==> config.mk <==
export PLATFORM = sky130hd
export DESIGN_NAME = cpu_regfile
export DESIGN_NICKNAME = d
export VERILOG_FILES = /design/src/rtl/cpu_rf_pkg.sv /design/src/rtl/rf_prefix_latch.sv /design/src/rtl/rf_storage.sv /design/src/rtl/rf_step_unit.sv /design/src/rtl/rf_addr_gen.sv /design/src/rtl/cpu_regfile.sv
export SDC_FILE = /design/constraint.sdc
export NUM_CORES = 1
export LEC_CHECK = 0
export BUFFER_PORTS_ARGS = -buffer_cell sky130_fd_sc_hd__buf_2
export CAP_MARGIN = 15
export CORE_MARGIN = 2
export CORE_UTILIZATION = 33
export DETAILED_ROUTE_END_ITERATION = 16
export HOLD_SLACK_MARGIN = 0.03
export SLEW_MARGIN = 20
export SYNTH_ARGS = -nofsm -noshare
export SYNTH_HDL_FRONTEND = slang
export SYNTH_HIERARCHICAL = 1
export SYNTH_SLANG_ARGS = --single-unit
==> constraint.sdc <==
create_clock -name clk -period 5.14 [get_ports clk]
set_input_delay 0.257 -clock clk [delete_from_list [all_inputs] [get_ports clk]]
set_output_delay 0.257 -clock clk [all_outputs]
set_load 0.1 [all_outputs]
==> src/rtl/cpu_rf_pkg.sv <==
package cpu_rf_pkg;
  localparam int BYTE_W = 8;
  localparam int WORD_W = 2 * BYTE_W;
  localparam int SLOT_N = 13;
  localparam int SLOT_W = $clog2(SLOT_N);
  localparam int PSEL_W = 4;
  localparam int BSEL_W = 3;

  // physical storage slots; shadows sit four above their live pair
  typedef enum logic [SLOT_W-1:0] {
    S_BC = 4'd0, S_DE = 4'd1, S_HL = 4'd2, S_AF = 4'd3,
    S_BC2 = 4'd4, S_DE2 = 4'd5, S_HL2 = 4'd6, S_AF2 = 4'd7,
    S_IX = 4'd8, S_IY = 4'd9, S_IR = 4'd10, S_SP = 4'd11, S_PC = 4'd12
  } slot_e;

  typedef enum logic [PSEL_W-1:0] {
    P_BC = 4'd0, P_DE = 4'd1, P_HL = 4'd2, P_SP = 4'd3, P_AF = 4'd4,
    P_IX = 4'd5, P_IY = 4'd6, P_PC = 4'd7, P_IR = 4'd8, P_HLR = 4'd9
  } pair_code_e;

  typedef enum logic [BSEL_W-1:0] {
    B_B = 3'd0, B_C = 3'd1, B_D = 3'd2, B_E = 3'd3,
    B_H = 3'd4, B_L = 3'd5, B_F = 3'd6, B_A = 3'd7
  } byte_code_e;

  typedef enum logic [1:0] {IDX_HL = 2'd0, IDX_IX = 2'd1, IDX_IY = 2'd2} idx_e;

  typedef struct packed {
    logic              ok;
    logic [SLOT_W-1:0] slot;
  } pair_ref_t;

  typedef struct packed {
    logic [SLOT_W-1:0] slot;
    logic              hi;
  } byte_ref_t;

  function automatic logic [SLOT_W-1:0] hl_slot(input idx_e idx);
    case (idx)
      IDX_IX:  return S_IX;
      IDX_IY:  return S_IY;
      default: return S_HL;
    endcase
  endfunction

  function automatic pair_ref_t map_pair(input logic [PSEL_W-1:0] code, input idx_e idx);
    pair_ref_t r;
    r.ok   = 1'b1;
    r.slot = S_BC;
    case (code)
      P_BC:    r.slot = S_BC;
      P_DE:    r.slot = S_DE;
      P_HL:    r.slot = hl_slot(idx);
      P_SP:    r.slot = S_SP;
      P_AF:    r.slot = S_AF;
      P_IX:    r.slot = S_IX;
      P_IY:    r.slot = S_IY;
      P_PC:    r.slot = S_PC;
      P_IR:    r.slot = S_IR;
      P_HLR:   r.slot = S_HL;
      default: r.ok   = 1'b0;
    endcase
    return r;
  endfunction

  function automatic byte_ref_t map_byte(input logic [BSEL_W-1:0] code,
                                         input logic true_hl, input idx_e idx);
    byte_ref_t r;
    logic [SLOT_W-1:0] hs;
    hs = true_hl ? S_HL : hl_slot(idx);
    r.hi = ~code[0];
    case (code)
      B_B, B_C: r.slot = S_BC;
      B_D, B_E: r.slot = S_DE;
      B_H, B_L: r.slot = hs;
      default:  r.slot = S_AF;
    endcase
    if (code == B_A) r.hi = 1'b1;
    if (code == B_F) r.hi = 1'b0;
    return r;
  endfunction
endpackage

==> src/rtl/rf_prefix_latch.sv <==
module rf_prefix_latch import cpu_rf_pkg::*; #(
  parameter logic [BYTE_W-1:0] PFX_IX = 8'hDD,
  parameter logic [BYTE_W-1:0] PFX_IY = 8'hFD
) (
  input  logic              clk,
  input  logic              rst_n,
  input  logic              pfx_valid,
  input  logic [BYTE_W-1:0] pfx_code,
  input  logic              insn_done,
  output idx_e              sel
);
  always_ff @(posedge clk) begin
    if (!rst_n)                               sel <= IDX_HL;
    else if (pfx_valid && pfx_code == PFX_IX) sel <= IDX_IX;
    else if (pfx_valid && pfx_code == PFX_IY) sel <= IDX_IY;
    else if (insn_done)                       sel <= IDX_HL;
  end


  revert_hl_chk: assert property (@(posedge clk) disable iff (!rst_n)
    (insn_done && !pfx_valid) |=> (sel == IDX_HL));


  foreign_byte_chk: assert property (@(posedge clk) disable iff (!rst_n)
    (pfx_valid && pfx_code != PFX_IX && pfx_code != PFX_IY && !insn_done) |=> $stable(sel));
endmodule

==> src/rtl/rf_storage.sv <==
module rf_storage import cpu_rf_pkg::*; (
  input  logic              clk,
  input  logic              rst_n,
  input  logic              xchg_af,
  input  logic              xchg_banks,
  input  logic              xchg_dehl,
  input  logic              wr_word_en,
  input  logic [SLOT_W-1:0] wr_word_slot,
  input  logic [WORD_W-1:0] wr_word_data,
  input  logic              wr_byte_en,
  input  logic [SLOT_W-1:0] wr_byte_slot,
  input  logic              wr_byte_hi,
  input  logic [BYTE_W-1:0] wr_byte_data,
  input  logic              step_commit,
  input  logic [SLOT_W-1:0] step_slot,
  input  logic [WORD_W-1:0] step_data,
  output logic [WORD_W-1:0] q [SLOT_N]
);
  localparam int BANK_N = 3;
  localparam int SHADOW_OFS = 4;

  logic [WORD_W-1:0] sw [SLOT_N];

  // exchange network: accumulator swap, bank swap, then DE/true-HL swap
  always_comb begin
    logic [WORD_W-1:0] t;
    t = '0;
    for (int i = 0; i < SLOT_N; i++) sw[i] = q[i];
    if (xchg_af) begin
      sw[S_AF]  = q[S_AF2];
      sw[S_AF2] = q[S_AF];
    end
    if (xchg_banks) begin
      for (int i = 0; i < BANK_N; i++) begin
        t                 = sw[i];
        sw[i]             = sw[i + SHADOW_OFS];
        sw[i + SHADOW_OFS] = t;
      end
    end
    if (xchg_dehl) begin
      t        = sw[S_DE];
      sw[S_DE] = sw[S_HL];
      sw[S_HL] = t;
    end
  end

  for (genvar g = 0; g < SLOT_N; g++) begin : g_slot
    logic [WORD_W-1:0] nxt;
    always_comb begin
      nxt = sw[g];
      if (wr_word_en && wr_word_slot == SLOT_W'(g)) nxt = wr_word_data;
      if (wr_byte_en && wr_byte_slot == SLOT_W'(g)) begin
        if (wr_byte_hi) nxt[WORD_W-1:BYTE_W] = wr_byte_data;
        else            nxt[BYTE_W-1:0]      = wr_byte_data;
      end
      if (step_commit && step_slot == SLOT_W'(g)) nxt = step_data;
    end
    always_ff @(posedge clk) begin
      if (!rst_n) q[g] <= '0;
      else        q[g] <= nxt;
    end
  end


  xchg_af_swap_chk: assert property (@(posedge clk) disable iff (!rst_n)
    (xchg_af && !xchg_banks && !wr_word_en && !wr_byte_en && !step_commit)
    |=> (q[S_AF] == $past(q[S_AF2]) && q[S_AF2] == $past(q[S_AF])));

  logic              chk_pend;
  logic [SLOT_W-1:0] chk_slot;
  logic [WORD_W-1:0] chk_data;
  always_ff @(posedge clk) begin
    if (!rst_n) begin
      chk_pend <= 1'b0;
      chk_slot <= '0;
      chk_data <= '0;
    end else begin
      chk_pend <= step_commit;
      chk_slot <= step_slot;
      chk_data <= step_data;
    end
  end


  step_wins_chk: assert property (@(posedge clk) disable iff (!rst_n)
    chk_pend |-> (q[chk_slot] == chk_data));
endmodule

==> src/rtl/rf_step_unit.sv <==
module rf_step_unit import cpu_rf_pkg::*; #(
  parameter int WAIT_CYC = 2
) (
  input  logic              clk,
  input  logic              rst_n,
  input  logic              step_valid,
  output logic              step_ready,
  input  logic              step_dec,
  input  logic              ref_ok,
  input  logic [SLOT_W-1:0] ref_slot,
  input  logic [WORD_W-1:0] cur_val,
  output logic              commit,
  output logic [SLOT_W-1:0] commit_slot,
  output logic [WORD_W-1:0] commit_data
);
  localparam int CNT_W = $clog2(WAIT_CYC + 1);

  logic             pend, dec_q, ok_q, last;
  logic [CNT_W-1:0] cnt;

  assign step_ready  = !pend;
  assign last        = pend && (cnt == CNT_W'(1));
  assign commit      = last && ok_q;
  assign commit_data = dec_q ? cur_val - WORD_W'(1) : cur_val + WORD_W'(1);

  always_ff @(posedge clk) begin
    if (!rst_n) begin
      pend        <= 1'b0;
      dec_q       <= 1'b0;
      ok_q        <= 1'b0;
      cnt         <= '0;
      commit_slot <= '0;
    end else if (step_valid && step_ready) begin
      pend        <= 1'b1;
      dec_q       <= step_dec;
      ok_q        <= ref_ok;
      cnt         <= CNT_W'(WAIT_CYC);
      commit_slot <= ref_slot;
    end else if (pend) begin
      if (last) pend <= 1'b0;
      else      cnt  <= cnt - CNT_W'(1);
    end
  end


  step_busy_chk: assert property (@(posedge clk) disable iff (!rst_n)
    (step_valid && step_ready) |=> !step_ready);


  step_release_chk: assert property (@(posedge clk) disable iff (!rst_n)
    last |=> step_ready);
endmodule

==> src/rtl/rf_addr_gen.sv <==
module rf_addr_gen import cpu_rf_pkg::*; #(
  parameter int WAIT_CYC = 5
) (
  input  logic              clk,
  input  logic              rst_n,
  input  logic              in_valid,
  output logic              in_ready,
  input  logic              base_ok,
  input  logic [SLOT_W-1:0] base_slot,
  input  logic [WORD_W-1:0] base_val,
  input  logic [BYTE_W-1:0] disp,
  output logic              out_valid,
  input  logic              out_ready,
  output logic [WORD_W-1:0] addr
);
  localparam int CNT_W = $clog2(WAIT_CYC + 1);

  typedef enum logic [1:0] {AG_IDLE, AG_WAIT, AG_OUT} ag_state_e;

  ag_state_e         st;
  logic [CNT_W-1:0]  cnt;
  logic              indexed, accept;
  logic [WORD_W-1:0] disp_x, base_eff;

  assign indexed   = base_ok && (base_slot == S_IX || base_slot == S_IY);
  assign in_ready  = (st == AG_IDLE);
  assign out_valid = (st == AG_OUT);
  assign accept    = in_valid && in_ready;
  assign disp_x    = {{(WORD_W-BYTE_W){disp[BYTE_W-1]}}, disp};
  assign base_eff  = base_ok ? base_val : '0;

  always_ff @(posedge clk) begin
    if (!rst_n) begin
      st   <= AG_IDLE;
      cnt  <= '0;
      addr <= '0;
    end else begin
      case (st)
        AG_IDLE: if (accept) begin
          addr <= indexed ? base_eff + disp_x : base_eff;
          cnt  <= CNT_W'(WAIT_CYC);
          st   <= indexed ? AG_WAIT : AG_OUT;
        end
        AG_WAIT: begin
          if (cnt == CNT_W'(1)) st <= AG_OUT;
          else                  cnt <= cnt - CNT_W'(1);
        end
        default: if (out_ready) st <= AG_IDLE;
      endcase
    end
  end


  ea_direct_chk: assert property (@(posedge clk) disable iff (!rst_n)
    (accept && !indexed) |=> out_valid);


  ea_indexed_wait_chk: assert property (@(posedge clk) disable iff (!rst_n)
    (accept && indexed) |=> !out_valid);


  ea_hold_chk: assert property (@(posedge clk) disable iff (!rst_n)
    (out_valid && !out_ready) |=> (out_valid && $stable(addr)));
endmodule

==> src/rtl/cpu_regfile.sv <==
module cpu_regfile import cpu_rf_pkg::*; #(
  parameter logic [BYTE_W-1:0] PFX_IX    = 8'hDD,
  parameter logic [BYTE_W-1:0] PFX_IY    = 8'hFD,
  parameter int                STEP_WAIT = 2,
  parameter int                DISP_WAIT = 5
) (
  input  logic              clk,
  input  logic              rst_n,
  input  logic              pfx_valid,
  input  logic [BYTE_W-1:0] pfx_code,
  input  logic              insn_done,
  input  logic [PSEL_W-1:0] rd_pair_sel,
  output logic [WORD_W-1:0] rd_word,
  input  logic [BSEL_W-1:0] rd_byte_sel,
  input  logic              rd_byte_real,
  output logic [BYTE_W-1:0] rd_byte,
  input  logic              wr_word_en,
  input  logic [PSEL_W-1:0] wr_pair_sel,
  input  logic [WORD_W-1:0] wr_word_data,
  input  logic              wr_byte_en,
  input  logic [BSEL_W-1:0] wr_byte_sel,
  input  logic              wr_byte_real,
  input  logic [BYTE_W-1:0] wr_byte_data,
  input  logic              xchg_af,
  input  logic              xchg_dehl,
  input  logic              xchg_banks,
  input  logic              step_valid,
  output logic              step_ready,
  input  logic              step_dec,
  input  logic [PSEL_W-1:0] step_pair_sel,
  input  logic              ea_in_valid,
  output logic              ea_in_ready,
  input  logic [PSEL_W-1:0] ea_base_sel,
  input  logic [BYTE_W-1:0] ea_disp,
  output logic              ea_out_valid,
  input  logic              ea_out_ready,
  output logic [WORD_W-1:0] ea_addr,
  input  logic              ctl_wr,
  input  logic              ctl_halt_d,
  input  logic              ctl_iff1_d,
  input  logic              ctl_iff2_d,
  input  logic [1:0]        ctl_im_d,
  output logic              halt,
  output logic              iff1,
  output logic              iff2,
  output logic [1:0]        im,
  output logic [1:0]        idx_sel
);
  idx_e              sel;
  logic [WORD_W-1:0] slot_q [SLOT_N];
  pair_ref_t         rd_ref, wr_ref, st_ref, ea_ref;
  byte_ref_t         rdb_ref, wrb_ref;
  logic              step_commit;
  logic [SLOT_W-1:0] step_slot;
  logic [WORD_W-1:0] step_data;
  logic [WORD_W-1:0] rdb_word;

  rf_prefix_latch #(.PFX_IX(PFX_IX), .PFX_IY(PFX_IY)) u_pfx (
    .clk(clk), .rst_n(rst_n), .pfx_valid(pfx_valid), .pfx_code(pfx_code),
    .insn_done(insn_done), .sel(sel)
  );

  assign idx_sel = sel;
  assign rd_ref  = map_pair(rd_pair_sel, sel);
  assign wr_ref  = map_pair(wr_pair_sel, sel);
  assign st_ref  = map_pair(step_pair_sel, sel);
  assign ea_ref  = map_pair(ea_base_sel, sel);
  assign rdb_ref = map_byte(rd_byte_sel, rd_byte_real, sel);
  assign wrb_ref = map_byte(wr_byte_sel, wr_byte_real, sel);

  assign rd_word  = rd_ref.ok ? slot_q[rd_ref.slot] : '0;
  assign rdb_word = slot_q[rdb_ref.slot];
  assign rd_byte  = rdb_ref.hi ? rdb_word[WORD_W-1:BYTE_W] : rdb_word[BYTE_W-1:0];

  rf_storage u_store (
    .clk(clk), .rst_n(rst_n),
    .xchg_af(xchg_af), .xchg_banks(xchg_banks), .xchg_dehl(xchg_dehl),
    .wr_word_en(wr_word_en && wr_ref.ok), .wr_word_slot(wr_ref.slot),
    .wr_word_data(wr_word_data),
    .wr_byte_en(wr_byte_en), .wr_byte_slot(wrb_ref.slot), .wr_byte_hi(wrb_ref.hi),
    .wr_byte_data(wr_byte_data),
    .step_commit(step_commit), .step_slot(step_slot), .step_data(step_data),
    .q(slot_q)
  );

  rf_step_unit #(.WAIT_CYC(STEP_WAIT)) u_step (
    .clk(clk), .rst_n(rst_n), .step_valid(step_valid), .step_ready(step_ready),
    .step_dec(step_dec), .ref_ok(st_ref.ok), .ref_slot(st_ref.slot),
    .cur_val(slot_q[step_slot]), .commit(step_commit), .commit_slot(step_slot),
    .commit_data(step_data)
  );

  rf_addr_gen #(.WAIT_CYC(DISP_WAIT)) u_ea (
    .clk(clk), .rst_n(rst_n), .in_valid(ea_in_valid), .in_ready(ea_in_ready),
    .base_ok(ea_ref.ok), .base_slot(ea_ref.slot),
    .base_val(slot_q[ea_ref.slot]), .disp(ea_disp),
    .out_valid(ea_out_valid), .out_ready(ea_out_ready), .addr(ea_addr)
  );

  always_ff @(posedge clk) begin
    if (!rst_n) begin
      halt <= 1'b0;
      iff1 <= 1'b0;
      iff2 <= 1'b0;
      im   <= 2'd0;
    end else if (ctl_wr) begin
      halt <= ctl_halt_d;
      iff1 <= ctl_iff1_d;
      iff2 <= ctl_iff2_d;
      im   <= ctl_im_d;
    end
  end


  ctl_hold_chk: assert property (@(posedge clk) disable iff (!rst_n)
    !ctl_wr |=> ($stable(halt) && $stable(iff1) && $stable(iff2) && $stable(im)));


  dehl_true_hl_chk: assert property (@(posedge clk) disable iff (!rst_n)
    (xchg_dehl && !xchg_banks && !wr_word_en && !wr_byte_en && !step_commit)
    |=> (slot_q[S_HL] == $past(slot_q[S_DE]) && $stable(slot_q[S_IX]) && $stable(slot_q[S_IY])));
endmodule

==> results of run 1 <==
## how the worst max path moves through the flow
| stage | cells after the start | endpoint | slack (ps) | start |
|---|---|---|---|---|
| 2_1_floorplan | 19 | u_ea/addr[10] | 260 | u_pfx/sel[0] |
| 3_3_place_gp | 16 | u_ea/addr[14] | 700 | u_pfx/sel[0] |
| 3_5_place_dp | 16 | u_ea/addr[14] | 620 | u_pfx/sel[0] |
| 4_1_cts | 16 | u_ea/addr[14] | 600 | u_pfx/sel[0] |
| 5_1_grt | 16 | u_ea/addr[14] | 340 | u_pfx/sel[0] |
| 6_report | 16 | u_ea/addr[14] | 590 | u_pfx/sel[0] |
## flip-flops by register name (all words and copies together) (netlist names)
name / cells
halt: 1
u_ea/st: 2
im: 2
iff1: 1
u_step/cnt: 2
u_step/ok_q: 1
u_step/pend: 1
u_step/dec_q: 1
u_step/commit_slot: 4
u_pfx/sel: 2
u_store/q: 208
u_ea/addr: 16
iff2: 1
u_ea/cnt: 3
## cell families after synthesis
| logic type | after synthesis | share of synthesized area (%) |
|---|---|---|
| other cells | 1 | 0.0164 |
| simple gates | 783 | 16.4 |
| compound gates | 1191 | 33.1 |
| buf+inv | 339 | 6.25 |
| xor+xnor | 26 | 0.998 |
| mux | 320 | 19.8 |
| flops | 245 | 21.5 |
| fa+ha+maj | 35 | 1.99 |
## where the power goes
| group | leakage, nW | internal [mW] | switching [mW] |
|---|---|---|---|
| sequential | 1.99 | 1.96 | 0.109 |
| clock | 0.488 | 1.29 | 0.993 |
| combinational | 6.06 | 0.533 | 1.23 |
| total | 8.54 | 3.79 | 2.33 |
## metrics by stage
| stage | area [um^2] | utilization, % |
|---|---|---|
| after CTS | 25100 | 36.6 |
| after floorplan | 22800 | - |
| after detailed placement | 24000 | 35.0 |
| after global placement | 24000 | 35.0 |
| final | 25100 | 36.7 |
| after global routing | 25100 | 36.7 |
## cells in the final DEF, fill, tap and decap left out, types with 10 or more instances in the layout
| master | Yosys | routed |
|---|---|---|
| a2111oi_0 | 17 | 17 |
| a31oi_1 | 209 | 209 |
| xnor2_1 | 16 | 14 |
| inv_1 | 23 | 23 |
| a22oi_1 | 37 | 37 |
| dfxtp_1 | 245 | 243 |
| a32oi_1 | 10 | 10 |
| mux2i_1 | 174 | 174 |
| nand2b_1 | 13 | 11 |
| ha_1 | 33 | 33 |
| o31ai_1 | 11 | 11 |
| o2111ai_1 | 15 | 14 |
| nor2b_1 | 43 | 38 |
| a21oi_1 | 86 | 85 |
| o22ai_1 | 13 | 13 |
| and2_1 | 34 | 34 |
| buf_4 | 11 | 81 |
| nor3_1 | 12 | 11 |
| a21o_1 | 97 | 96 |
| dlygate4sd3_1 | 0 | 10 |
| o21ai_0 | 446 | 446 |
| clkbuf_16 | 0 | 34 |
| nand3_1 | 169 | 169 |
| nand2_1 | 352 | 351 |
| a211oi_1 | 31 | 30 |
| buf_2 | 65 | 130 |
| and3_1 | 16 | 16 |
| mux2_2 | 45 | 45 |
| o21ai_1 | 12 | 12 |
| o211ai_1 | 107 | 107 |
| a41o_1 | 10 | 10 |
| a221oi_1 | 16 | 16 |
| nor2_1 | 83 | 80 |
| mux4_2 | 101 | 101 |
## tightest hold or removal path, cell delays in order
cell     delay, ps
buf_2          140
nor2_1         110
o31ai_1         60
## cell type report
cell class / count / share of cell area (%)
Antenna cell: 3 / 0.0299
Sequential cell: 245 / 19.5
Clock inverter: 11 / 0.453
Clock buffer: 44 / 3.57
Inverter: 24 / 0.358
Multi-Input combinational cell: 2356 / 66.1
Tap cell: 882 / 4.39
Timing Repair Buffer: 224 / 5.61
## per-layer routing
| layer | vias up | share of wire, % | global-route usage, % |
|---|---|---|---|
| met5 | - | 0.027 | 0 |
| met4 | 4 | 4.1 | 10.9 |
| met3 | 284 | 14 | 8.45 |
| met2 | 1760 | 43 | 41.9 |
| met1 | 12052 | 39 | 37.4 |
| li1 | 11112 | - | - |
==> summary.txt, run 1 <==
Synthesis
  – Cells after synthesis: 2940
  – Synth cell types: 95
  – Share of the synthesized area in the top cell type: 21.5%
  – Mapped Nets: 3058
  – Top cells by count, synth: o21ai_0 (446), nand2_1 (352), dfxtp_1 (245)
  – FF+latch count, synth: 245
  – Most area-hungry cell type in the Yosys netlist: dfxtp_1
  – Average cell area after synthesis: 7.76 um^2
  – Area contributors post-synth: dfxtp_1 (21%), mux4_2 (10%), o21ai_0 (9.8%), mux2i_1 (7.6%), nand2_1 (5.8%)
  – Count leader, synth: o21ai_0
  – Post-synthesis sequential area ratio: 21.5%
  – Synth async-reset ratio: 0%
  – Synthesis warning total: 6
  – Synthesized area: 22800 um^2
  – Main flop type after synthesis: dfxtp_1
  – Post-synth EDFFs: 0

Critical path
  – WP data arrival: 4990 ps
  – Setup CP Type: register to register
  – Worst Path Max Fanout: 25
  – Cells on worst reg2reg path: 16
  – Reg-to-Reg End: u_ea/addr[14]
  – Max stage delay cell, worst path: buf_4
  – Critical Path RT: 5580 ps
  – CP Cell Sequence: inv_1 -> ha_1 -> o21ba_2 -> a211oi_4 -> buf_4 -> mux2i_1 -> mux2i_1 -> o22a_1 -> and2_1 -> fa_1 -> a21oi_1 -> o21ai_0 -> o211ai_1 -> or3b_1 -> o211ai_1 -> a21oi_1
  – CP endpoint kind: register
  – Reg-to-reg startpoint: u_pfx/sel[0]
  – Worst path top cell family by delay: compound AO/OA/AOI/OAI gates
  – Critical Path Source Type: register
  – WP buf/inv: 2
  – Worst R2R Setup Slack: 590 ps
  – Max incr delay on CP: 460 ps

Hold path
  – WHS Path Cells: 3
  – Worst Min Path Start: wr_byte_data[0]
  – Hold WC Path Type: input pin to register
  – WHS Endpoint: u_store/q[160]

Finish
  – Register area: 4910 um^2
  – Nets: 3003
  – Fill cell count: 7135
  – Fin cells: 3789
  – Area growth, synth to finish: 10.2%
  – Layout cells sized above 1: 16.0%
  – Area of the multi-input gates: 16600 um^2

Place
  – GPL Wtd Cong: 0.960
  – Inst Count DP: 3721
  – HPWL Detailed: 71.8 mm
  – PortBufs: 132
  – Place WS: 620 ps

Floorplan
  – Chip height: 267 um
  – Die Wd: 267 um
  – Starting Density: 33.3%
  – FP Rows: 96
  – Top Ports: 133
  – Core region area: 68500 um^2
  – Die ar.: 71300 um^2

Routing
  – Vias per cell: 6.65
  – Initial DRC Count: 4072
  – Antenna Violating Nets Remaining: 0
  – Detailed-route wire length per cell: 27.1 um
  – Iteration count of the initial detailed-routing pass: 8
  – Vias: 25.2k
  – Routed WL: 103 mm
  – Drt drc: 0

CTS
  – Clock buffer depth: 3
  – Sinks on Clock Net: 245
  – Root Driver: clkbuf_16
  – Post-CTS Setup Bufs: 0
  – Clk_lat worst skew: 560 ps
  – Hold_buf cts: 10
  – Inserted Clock Buffers: 34
  – Worst-path clk slew: 60 ps
  – CTS tree: done
  – Post_cts resized: 0
  – H-tree Lvls: 2

Global routing
  – GR Overflow Total: 0
  – Largest net degree at the start of global routing: 94
  – Initial antenna violation count: 4
  – Vias in the first global route: 22.9k
  – First-pass GRT wire length: 151 mm
  – Tot GR Track Use: 27.9%

STA
  – Rel. slew slack: -19.8%
  – Fin worst setup slack: 593 ps
  – Setup TNS: 0 ps
  – Final Cycle Share: 88.5%
  – Period minus WS final: 4550 ps
  – Max Slew Vio Count: 17
  – Hold Slack: 62.0 ps
  – Final setup fails: 0
  – Worst-Margin Slew: 1790 ps
  – Final hold viol count: 0
  – Max Clock Freq: 220 MHz
  – RSZ-0062 raised after global routing: false
  – Clk_skew: 17.9 ps

Job
  – Max-Cap Viols: 0

Pwr
  – Final Power: 6.12 mW
  – Leakage: 8.54 nW
  – Power per cell area: 243 nW/um^2
  – Worst VDD drop: 221 uV

Outcome
  – Outcome: finished with violations
  – Failing checks: slew limit
Note: power is estimated with default switching activity, not from simulation.
==> run 2: changes to the inputs <==
--- a/config.mk
+++ b/config.mk
@@ -7,6 +7,7 @@
 export LEC_CHECK = 0
 export BUFFER_PORTS_ARGS = -buffer_cell sky130_fd_sc_hd__buf_2
 export CAP_MARGIN = 15
+export CORE_ASPECT_RATIO = 0.9
 export CORE_MARGIN = 2
 export CORE_UTILIZATION = 33
 export DETAILED_ROUTE_END_ITERATION = 16
==> constraint.sdc (replaced) <==
create_clock -name clk -period 4.1 [get_ports clk]
set_input_delay 0.205 -clock clk [delete_from_list [all_inputs] [get_ports clk]]
set_output_delay 0.205 -clock clk [all_outputs]
set_load 0.1 [all_outputs]
==> run 2 against run 1 <==
The flow still finishes with violations (slew limit). Worst hold slack got worse by 9.0 ps. Critical path depth up 3. Non-clock buffer count up 161. Clock power grew 17%. Worst setup slack got worse by 540 ps. Critical endpoint unchanged. Flip-flop and latch count unchanged. Die area barely moved. Via count rose by 5.6%. Largest cell class unchanged.
==> summary.txt, run 2 (synthesis results as in run 1) <==
Critical path
  – Critical Path RT: 4570 ps (-1010 ps)
  – Worst path top cell family by delay: compound AO/OA/AOI/OAI gates
  – Critical Path Source Type: register
  – Max stage delay cell, worst path: fa_2
  – WP data arrival: 4520 ps (-470 ps)
  – Worst Path Max Fanout: 7 (-72%)
  – CP endpoint kind: register
  – Worst R2R Setup Slack: 50 ps (-540 ps)
  – Max incr delay on CP: 420 ps (-40 ps)
  – Cells on worst reg2reg path: 19 (+3)
  – CP Cell Sequence: inv_2 -> ha_4 -> o21ba_4 -> a211oi_4 -> buf_4 -> buf_12 -> buf_4 -> mux2i_1 -> mux2i_1 -> o22a_1 -> and2_4 -> ha_4 -> fa_2 -> a21oi_4 -> o21ai_4 -> o211ai_1 -> or3b_1 -> o211ai_1 -> a21oi_1
  – Setup CP Type: register to register
  – Instance count on the critical path: 19 (+3)
  – WP buf/inv: 4 (+2)

STA
  – Final setup fails: 0 (unchanged)
  – Period minus WS final: 4050 ps (-500 ps)
  – Final Cycle Share: 98.7% (+10 points)
  – Worst-Margin Slew: 1980 ps (+185 ps)
  – Fin worst setup slack: 53.6 ps (-540 ps)
  – Clk_skew: 20.3 ps (+2.46 ps)
  – Hold Slack: 53.0 ps (-9.03 ps)
  – Max Clock Freq: 247 MHz (+12%)
  – Max Slew Vio Count: 34 (+17)
  – Setup TNS: 0 ps (unchanged)
  – Rel. slew slack: -32.2% (-12 points)
  – Final hold viol count: 0 (unchanged)

Pwr
  – Sequential power share: 33.3% (-0.6 points)
  – P_sw: 2.94 mW (+26%)
  – Leakage: 9.35 nW (+9.5%)
  – Gate power share: 32.1% (+3.3 points)
  – Switching share of total power: 38.2% (+0.12 points)
  – Power per cell area: 290 nW/um^2 (+19%)
  – Int Pwr: 4.75 mW (+26%)
  – Worst VDD drop: 336 uV (+52%)
  – Clock power frac: 34.6% (-2.7 points)
  – Final Power: 7.69 mW (+26%)

Global routing
  – Met1 Usage GRT: 40.8% (+3.4 points)
  – GRT busiest layer: met2
  – Tot GR Track Use: 29.7% (+1.8 points)
  – Met3 usage in global routing: 8.17% (-0.28 points)
  – First-pass GRT wire length: 160 mm (+5.8%)
  – Global routing usage on met2: 41.0% (-0.83 points)
  – Vias in the first global route: 23.6k (+2.9%)
  – Initial antenna violation count: 7 (+3)
  – Largest net degree at the start of global routing: 92 (-2.1%)
  – GR Overflow Total: 0 (unchanged)

Place
  – PortBufs: 132 (unchanged)
  – Inst Count DP: 3902 (+4.9%)
  – GPL Wtd Cong: 1.04 (+7.9%)
  – Place WS: 59.4 ps (-561 ps)
  – Placement Cell Area: 25100 um^2 (+4.9%)
  – HPWL Detailed: 78.9 mm (+10%)

Floorplan
  – Die ar.: 71300 um^2 (about the same)
  – Core region area: 68400 um^2 (about the same)
  – Chip height: 253 um (-5.1%)
  – Die Wd: 281 um (+5.3%)
  – Starting Density: 33.3% (about the same)
  – Top Ports: 133 (unchanged)
  – FP Rows: 91 (-5.2%)

CTS
  – CTS tree: done
  – H-tree Lvls: 1 (-1)
  – Clock buffer depth: 3 (unchanged)
  – Sinks on Clock Net: 245 (unchanged)
  – Worst-path clk slew: 60 ps (about the same)
  – Inserted Clock Buffers: 29 (-15%)
  – Clk_lat worst skew: 600 ps (+40 ps)
  – Root Driver: clkbuf_16

Finish
  – Commonest non-fill, non-tap cell in the layout: o21ai_0
  – Nets: 3159 (+5.2%)
  – Area growth, synth to finish: 16.2%
  – Biggest register: u_store/q
  – Layout cells sized above 1: 20.3% (+4.3 points)
  – Most frequent cells in the layout: o21ai_0 (439), nand2_1 (348), dfxtp_1 (241), buf_4 (221), a31oi_1 (209)
  – Max FFs per register: 208 (unchanged)
  – Largest regs: u_store/q (208), u_ea/addr (16), u_step/commit_slot (4)
  – Fill cell count: 7038 (-1.4%)
  – Final core occ: 38.8% (+2.0 points)
  – Finished layout cell area: 26500 um^2 (+5.5%)
  – Fin cells: 3994 (+5.4%)

Hold path
  – WHS Path Cells: 4 (+1)
  – Hold WC Path Type: input pin to register

Routing
  – Detailed-route wire length per cell: 27.9 um (+2.7%)
  – Routed WL: 111 mm (+8.3%)
  – Antenna Violating Nets Remaining: 0 (unchanged)
  – Vias: 26.6k (+5.6%)
  – Iteration count of the initial detailed-routing pass: 7 (-1)
  – Initial DRC Count: 4883 (+20%)
  – Drt drc: 0 (unchanged)
  – Vias per cell: 6.67 (+0.17%)

Outcome
  – Failing checks: slew limit
  – Outcome: finished with violations

Job
  – Max-Cap Viols: 0 (unchanged)
## run 2: changes by cell type in the layout (fill, tap and decap cells not counted), moves of 4 or more
cell / change
ha_1: -4
clkbuf_8: +4
nor2b_1: +4
nor2b_2: -4
buf_4: +140
o21ai_0: -7
dlygate4sd3_1: +10
buf_12: +8
o21ai_1: +6
clkbuf_16: -4
## run 2: path summary, 6_finish.rpt
path                                  startpoint                     to
worst max register to register      u_pfx/sel[0]          u_ea/addr[14]
worst min-delay path            step_pair_sel[3]  u_step/commit_slot[0]
worst min register to register     u_step/cnt[1]          u_step/cnt[1]
worst max-delay path                u_pfx/sel[0]          u_ea/addr[14]
## run 2: layer usage
metal  up-vias  part of all wire, %
met5         -                0.017
met4         2                  7.4
met3       390                   15
met2      2215                   40
met1     12585                   38
li1      11430                    -
## run 2: layout make-up
| cell class | count | area (um^2) | area share, % |
|---|---|---|---|
| multi-input cells | 2356 | 16700 | 62.8 |
| flip-flops and latches | 245 | 4920 | 18.5 |
| repair buffers | 385 | 2770 | 10.4 |
| well taps | 930 | 1160 | 4.39 |
| clock buffers | 42 | 825 | 3.11 |
| inverters | 24 | 90.1 | 0.340 |
| clock inverters | 7 | 85.1 | 0.321 |
| diodes | 5 | 12.5 | 0.0472 |
## run 2: worst min-delay path: cells and delay by family
kind / cells / cell delay (ps)
simple gates: 1 / 60
buf+inv: 1 / 150
mux: 1 / 130
compound gates: 1 / 70
## run 2: repair_timing
action                     4_1_cts  5_1_grt
hold endpoints to repair        16        0
gates resized for setup          0       19
setup buffers                    0       17
setup endpoints to repair        0       69
hold buffers                    20        0
## run 2: power groups by stage
| stage | Combinational, mW | Clock, mW | Sequential [mW] |
|---|---|---|---|
| floorplan | 1.44 | 0 | 2.70 |
| global placement | 2.31 | 0 | 2.61 |
| detailed placement | 2.30 | 0 | 2.61 |
| CTS | 2.33 | 2.67 | 2.55 |
| global route | 2.56 | 2.75 | 2.56 |
| finish | 2.47 | 2.66 | 2.56 |
